## src/rtl/oca_pkg.sv

```systemverilog
package oca_pkg;
  typedef struct packed {
    logic act;
    logic rise;
    logic fall;
  } oca_edge_t;
endpackage

```

## src/rtl/oca_alarm_front.sv

```systemverilog
module oca_alarm_front
  import oca_pkg::*;
#(
  parameter int SYNC_STAGES = 2
) (
  input  logic      clk,
  input  logic      rst,
  input  logic      alarm_in,
  input  logic      inv_pol,
  input  logic      cfg_we,
  input  logic      inv_pol_next,
  output oca_edge_t edg
);
  localparam int MSB = SYNC_STAGES - 1;

  logic [MSB:0] sync_q;
  logic         act_d;
  logic         act;

  generate
    if (SYNC_STAGES > 1) begin : g_chain
      always_ff @(posedge clk) begin
        if (rst) sync_q <= '0;
        else     sync_q <= {sync_q[MSB-1:0], alarm_in};
      end
    end else begin : g_single
      always_ff @(posedge clk) begin
        if (rst) sync_q <= '0;
        else     sync_q <= alarm_in;
      end
    end
  endgenerate

  assign act = sync_q[MSB] ^ inv_pol;

  // on a settings load, align the history with the new polarity so no
  // phantom edge appears
  always_ff @(posedge clk) begin
    if (rst)         act_d <= 1'b0;
    else if (cfg_we) act_d <= sync_q[MSB] ^ inv_pol_next;
    else             act_d <= act;
  end

  assign edg.act  = act;
  assign edg.rise = act & ~act_d;
  assign edg.fall = ~act & act_d;
endmodule

```

## src/rtl/oca_event_counter.sv

```systemverilog
module oca_event_counter #(
  parameter int CNT_W   = 8,
  parameter int QUIET_W = 24
) (
  input  logic               clk,
  input  logic               rst,
  input  logic               clr,
  input  logic               rise,
  input  logic               irq_en,
  input  logic [CNT_W-1:0]   limit,
  input  logic [QUIET_W-1:0] quiet_len,
  output logic [CNT_W-1:0]   count_q,
  output logic               irq_q
);
  logic [QUIET_W-1:0] quiet_left;
  logic [CNT_W:0]     next_cnt;

  assign next_cnt = {1'b0, count_q} + 1'b1;

  always_ff @(posedge clk) begin
    if (rst || clr) begin
      count_q    <= '0;
      quiet_left <= '0;
      irq_q      <= 1'b0;
    end else begin
      irq_q <= 1'b0;
      if (rise) begin
        quiet_left <= quiet_len;
        if (next_cnt >= {1'b0, limit}) begin
          count_q <= '0;
          irq_q   <= irq_en;
        end else begin
          count_q <= next_cnt[CNT_W-1:0];
        end
      end else if (quiet_len != '0) begin
        if (quiet_left <= QUIET_W'(1)) begin
          count_q    <= '0;
          quiet_left <= quiet_len;
        end else begin
          quiet_left <= quiet_left - 1'b1;
        end
      end
    end
  end
endmodule

```

## src/rtl/oca_hold_stretch.sv

```systemverilog
module oca_hold_stretch #(
  parameter int HOLD_W = 16,
  parameter int US_DIV = 50
) (
  input  logic              clk,
  input  logic              rst,
  input  logic              clr,
  input  logic              act,
  input  logic              fall,
  input  logic [HOLD_W-1:0] hold_us,
  output logic [HOLD_W-1:0] hold_left,
  output logic              throttle_q
);
  localparam int DIV_W = (US_DIV > 1) ? $clog2(US_DIV) : 1;

  logic              tick;
  logic [HOLD_W-1:0] hold_next;

  generate
    if (US_DIV > 1) begin : g_presc
      logic [DIV_W-1:0] pre_q;
      assign tick = (pre_q == DIV_W'(US_DIV - 1));
      always_ff @(posedge clk) begin
        if (rst || clr || act || fall) pre_q <= '0;
        else if (tick)                 pre_q <= '0;
        else                           pre_q <= pre_q + 1'b1;
      end
    end else begin : g_nopresc
      assign tick = 1'b1;
    end
  endgenerate

  always_comb begin
    if (clr || act)                      hold_next = '0;
    else if (fall)                       hold_next = hold_us;
    else if (hold_left != '0 && tick)    hold_next = hold_left - 1'b1;
    else                                 hold_next = hold_left;
  end

  always_ff @(posedge clk) begin
    if (rst) begin
      hold_left  <= '0;
      throttle_q <= 1'b0;
    end else begin
      hold_left  <= hold_next;
      throttle_q <= act | (hold_next != '0);
    end
  end
endmodule

```

## src/rtl/oca_throttle.sv

```systemverilog
module oca_throttle
  import oca_pkg::*;
#(
  parameter int CNT_W   = 8,
  parameter int QUIET_W = 24,
  parameter int HOLD_W  = 16,
  parameter int US_DIV  = 50
) (
  input  logic               clk,
  input  logic               rst,
  input  logic               alarm_in,
  input  logic               cfg_we,
  input  logic               cfg_inv_pol,
  input  logic               cfg_irq_en,
  input  logic [CNT_W-1:0]   cfg_count_limit,
  input  logic [QUIET_W-1:0] cfg_quiet_len,
  input  logic [HOLD_W-1:0]  cfg_hold_us,
  output logic               irq_pulse,
  output logic               throttle_req
);
  logic               inv_pol_q;
  logic               irq_en_q;
  logic [CNT_W-1:0]   limit_q;
  logic [QUIET_W-1:0] quiet_q;
  logic [HOLD_W-1:0]  hold_q;

  oca_edge_t          edg;
  logic               act_now;
  logic [CNT_W-1:0]   event_cnt;
  logic [HOLD_W-1:0]  hold_left;

  always_ff @(posedge clk) begin
    if (rst) begin
      inv_pol_q <= 1'b0;
      irq_en_q  <= 1'b0;
      limit_q   <= '0;
      quiet_q   <= '0;
      hold_q    <= '0;
    end else if (cfg_we) begin
      inv_pol_q <= cfg_inv_pol;
      irq_en_q  <= cfg_irq_en;
      limit_q   <= cfg_count_limit;
      quiet_q   <= cfg_quiet_len;
      hold_q    <= cfg_hold_us;
    end
  end

  oca_alarm_front #(.SYNC_STAGES(2)) u_front (
    .clk          (clk),
    .rst          (rst),
    .alarm_in     (alarm_in),
    .inv_pol      (inv_pol_q),
    .cfg_we       (cfg_we),
    .inv_pol_next (cfg_inv_pol),
    .edg          (edg)
  );

  assign act_now = edg.act;

  oca_event_counter #(.CNT_W(CNT_W), .QUIET_W(QUIET_W)) u_cnt (
    .clk       (clk),
    .rst       (rst),
    .clr       (cfg_we),
    .rise      (edg.rise),
    .irq_en    (irq_en_q),
    .limit     (limit_q),
    .quiet_len (quiet_q),
    .count_q   (event_cnt),
    .irq_q     (irq_pulse)
  );

  oca_hold_stretch #(.HOLD_W(HOLD_W), .US_DIV(US_DIV)) u_hold (
    .clk        (clk),
    .rst        (rst),
    .clr        (cfg_we),
    .act        (edg.act),
    .fall       (edg.fall),
    .hold_us    (hold_q),
    .hold_left  (hold_left),
    .throttle_q (throttle_req)
  );
endmodule

```

## config.mk

```make
export PLATFORM = sky130hd
export DESIGN_NAME = oca_throttle
export DESIGN_NICKNAME = d
export VERILOG_FILES = /design/src/rtl/oca_pkg.sv /design/src/rtl/oca_alarm_front.sv /design/src/rtl/oca_event_counter.sv /design/src/rtl/oca_hold_stretch.sv /design/src/rtl/oca_throttle.sv
export SDC_FILE = /design/constraint.sdc
export NUM_CORES = 1
export LEC_CHECK = 0
export BUFFER_PORTS_ARGS = -buffer_cell sky130_fd_sc_hd__buf_2
export CORE_MARGIN = 5
export CORE_UTILIZATION = 59
export CTS_BUF_LIST = sky130_fd_sc_hd__clkbuf_16
export DETAILED_ROUTE_END_ITERATION = 10
export GPL_TIMING_DRIVEN = 0
export PLACE_DENSITY = 0.78
export SYNTH_ARGS = -nofsm -noshare
export SYNTH_HDL_FRONTEND = slang
export SYNTH_SLANG_ARGS = --single-unit
export TNS_END_PERCENT = 5
```

## constraint.sdc

```tcl
create_clock -name clk -period 3.2 [get_ports clk]
set_input_delay 0 -clock clk [delete_from_list [all_inputs] [get_ports clk]]
set_output_delay 0 -clock clk [all_outputs]
set_load 0.01 [all_outputs]
```

==> results by group <==
Die
  – Starting density of the core: 60.9%
  – Area of the die: 11700 um^2
  – Chip width: 108 um
  – FP Rows: 35
  – I/O pin cnt: 56
  – Die Y: 108 um
  – Core area: 9330 um^2

Power and ir drop
  – P per Cell Area: 723 nW/um^2
  – Total power: 4.99 mW
  – Max IR drop VDD: 0.000510 V
  – Lkg Pwr: 2.92 nW

GRT
  – GRT Residual Overflow: 0
  – Largest net degree at the start of global routing: 18
  – Global-route wire length before repair: 25.5 mm
  – Initial antenna violation count: 0
  – Total track usage: 27.4%
  – Number of global-route vias before repair: 5302

Synth
  – Netlist cell types: 70
  – Area leader, netlist: dfxtp_1
  – Gate Count Post-Synth: 653
  – Area share of the largest cell type after synthesis: 38.4%
  – Register area share after synthesis: 38.4%
  – Post-synth EDFFs: 0
  – Syn Area/Cell: 8.70 um^2
  – Yosys synthesis warning count: 0
  – FF+latch count, synth: 109
  – Cell Area, Synth: 5680 um^2
  – Syn Nets: 722
  – Ys flop type: dfxtp_1
  – Post-synth ARST share: 0%
  – Synth area leaders: dfxtp_1, mux2i_1, nor2_1, ha_1, nand2_1

Placement
  – Dpl cells: 835
  – Gp weighted congestion: 0.908
  – Placement Cell Area: 6100 um^2
  – Post-place setup slack: 0.317 ns
  – # port buffers: 53
  – Detailed Place HPWL: 10.6 mm

Timing
  – PnR worst setup slack: 0.244 ns
  – Final Max Slew Viols: 0
  – Final Hold Viols: 0
  – Worst-margin pin slew: 0.782 ns
  – Fmax: 0.338 GHz
  – WHS: 0.231 ns
  – Final setup fails: 0
  – Final period utilization: 92.4%
  – Minimum clock period: 2.96 ns
  – RSZ-0062 raised after global routing: false
  – Setup Skew: 0.00951 ns
  – Slew headroom: 47.6%
  – Fin Setup TNS: 0 ns

Drt
  – Detailed-route wire length per cell: 17.1 um
  – Routed vias: 5324
  – Routed length on met2: 7.62 mm
  – Final antenna-violating net count: 0
  – Max layer used: met4
  – Iter 0 DRT Violations: 394
  – DRC Markers: 0
  – Routed wire length: 15.4 mm
  – Wl on met1: 6.50 mm
  – Wire length on met3: 980 um
  – Drt pass-1 iters: 5
  – Routed vias/inst: 5.90

Clocking
  – Max Root-Sink Buffers: 2
  – CTS buffer count: 9
  – Root buffer cell: clkbuf_16
  – Clock-pin slew on the worst setup and hold paths: 0.07 ns
  – CTS HTree Levels: 3
  – Post-CTS sizing: 0
  – CTS tree: done
  – Clock Sinks: 109
  – Clock Latency Late Sink: 0.35 ns

Setup path
  – CP Capture Type: flip-flop
  – FF-to-FF setup slack: 0.24 ns
  – Crit path required time: 3.46 ns
  – Worst path arrival time: 3.21 ns
  – Worst-path cell chain: ha_1 > nand3_1 > nor2_1 > nor2b_1 > or2_2 > ha_1 > o21a_1 > a21oi_1 > o21ai_0 > o21ai_0
  – Worst-path fanout max: 8
  – Critical Path Slowest Stage Cell: a21oi_1
  – Worst path max stage delay: 0.49 ns
  – CP Launch Type: flip-flop
  – Crit path kind: reg -> reg

Cells and area
  – Area of the multi-input gates: 3220 um^2
  – Storage cell area: 2180 um^2
  – Finished Core Util: 74.0%
  – Area Overhead vs Synth: 21.6%
  – Fill cell count: 680
  – ANT cells: 0
  – Layout cells sized above 1: 14.2%
  – Final Instance Area: 6910 um^2
  – Post-route insts no fill: 902
  – Layout Nets: 837

Run status
  – Status: complete, no violations

Worst hold path
  – Worst min-delay path class: in -> reg

Run
  – Number of max-cap violations: 0
==> registers in the layout (all words and copies together) (netlist names), 2 cells and up <==
| name | flops |
|---|---|
| hold_q | 16 |
| u_cnt.quiet_left | 24 |
| u_hold.g_presc.pre_q | 6 |
| u_front.sync_q | 2 |
| u_cnt.count_q | 8 |
| u_hold.hold_left | 16 |
| limit_q | 8 |
| quiet_q | 24 |
==> repair_timing <==
| action | 4_1_cts | 5_1_grt |
|---|---|---|
| setup buffers | 0 | 0 |
| hold endpoints to repair | 51 | 0 |
| endpoints found under the setup margin | 0 | 0 |
| hold buffers | 51 | 0 |
==> final cells by class <==
class | count | area share, %
Sequential cell | 109 | 31.6
Tap cell | 129 | 2.34
Timing Repair Buffer | 104 | 11.2
Clock inverter | 7 | 0.960
Inverter | 26 | 1.41
Multi-Input combinational cell | 481 | 46.6
Clock buffer | 9 | 3.26
Buffer | 37 | 2.55
==> synth_stat cells (4+ instances only) <==
cell	n
a31oi_1	4
inv_1	26
nor2_1	114
xor2_1	11
or4_1	8
clkbuf_1	25
or2_2	7
a21o_1	5
ha_1	15
nor4_4	6
nor3_1	15
and2_1	4
o31ai_1	5
nand3_1	18
buf_2	6
nor4_1	11
and4_1	4
or3_1	5
nand2b_1	9
nand2_1	37
o211ai_1	8
mux2i_1	52
o21ai_0	22
dfxtp_1	109
and3_1	4
nand4_1	7
a211oi_1	11
xnor2_1	11
nor2b_1	6
a21oi_1	23
==> power by group <==
| part | total [mW] | switching, mW | leakage [nW] | internal [mW] |
|---|---|---|---|---|
| Sequential | 1.67 | 0.150 | 0.893 | 1.52 |
| Combinational | 2.22 | 1.29 | 1.88 | 0.937 |
| Clock | 1.10 | 0.497 | 0.142 | 0.603 |
| Total | 4.99 | 1.93 | 2.92 | 3.06 |
==> routing by layer <==
metal	vias up	global-route usage (%)
li1	2558	-
met1	2535	33.8
met2	203	48.0
met3	28	6.03
met4	0	7.48
met5	-	0
==> worst paths after layout <==
kind | end | startpoint | cells after the start
worst max-delay path | u_cnt.count_q[1] | u_cnt.count_q[0] | 10
worst min-delay path | inv_pol_q | cfg_we | 3
worst max register to register | u_cnt.count_q[1] | u_cnt.count_q[0] | 10
worst min register to register | u_front.sync_q[1] | u_front.sync_q[0] | 1
==> cell families after synthesis <==
kind of cell,synth area share [%]
multiplexers,9.17
adder cells (fa/ha/maj),3.31
flip-flops,38.4
XOR/XNOR,3.39
AND/OR/NAND/NOR,26.7
AO/OA/AOI/OAI,14.2
buffers and inverters,4.83
==> critical path: cells and delay by family (launching register included) <==
family          cells  cell delay, ns
fa+ha+maj           2            0.55
simple gates        4            0.74
flops               1            0.45
compound gates      4            1.13
==> cell usage in the layout (no fill, tap or decap), types with 4 or more instances in the layout <==
cell           instances
a211oi_1              11
a21o_1                 5
a21oi_1               23
a31oi_1                4
and2_1                 4
and3_1                 4
and4_1                 4
buf_2                 59
clkbuf_1              25
clkbuf_16              9
dfxtp_1              109
dlygate4sd3_1         51
ha_1                  15
inv_1                 27
mux2i_1               52
nand2_1               37
nand2b_1               9
nand3_1               18
nand4_1                7
nor2_1               114
nor2b_1                6
nor3_1                15
nor4_1                11
nor4_4                 6
o211ai_1               8
o21ai_0               22
o31ai_1                5
or2_2                  7
or3_1                  5
or4_1                  8
xnor2_1               11
xor2_1                11
Power figures use the tool's default switching activity.
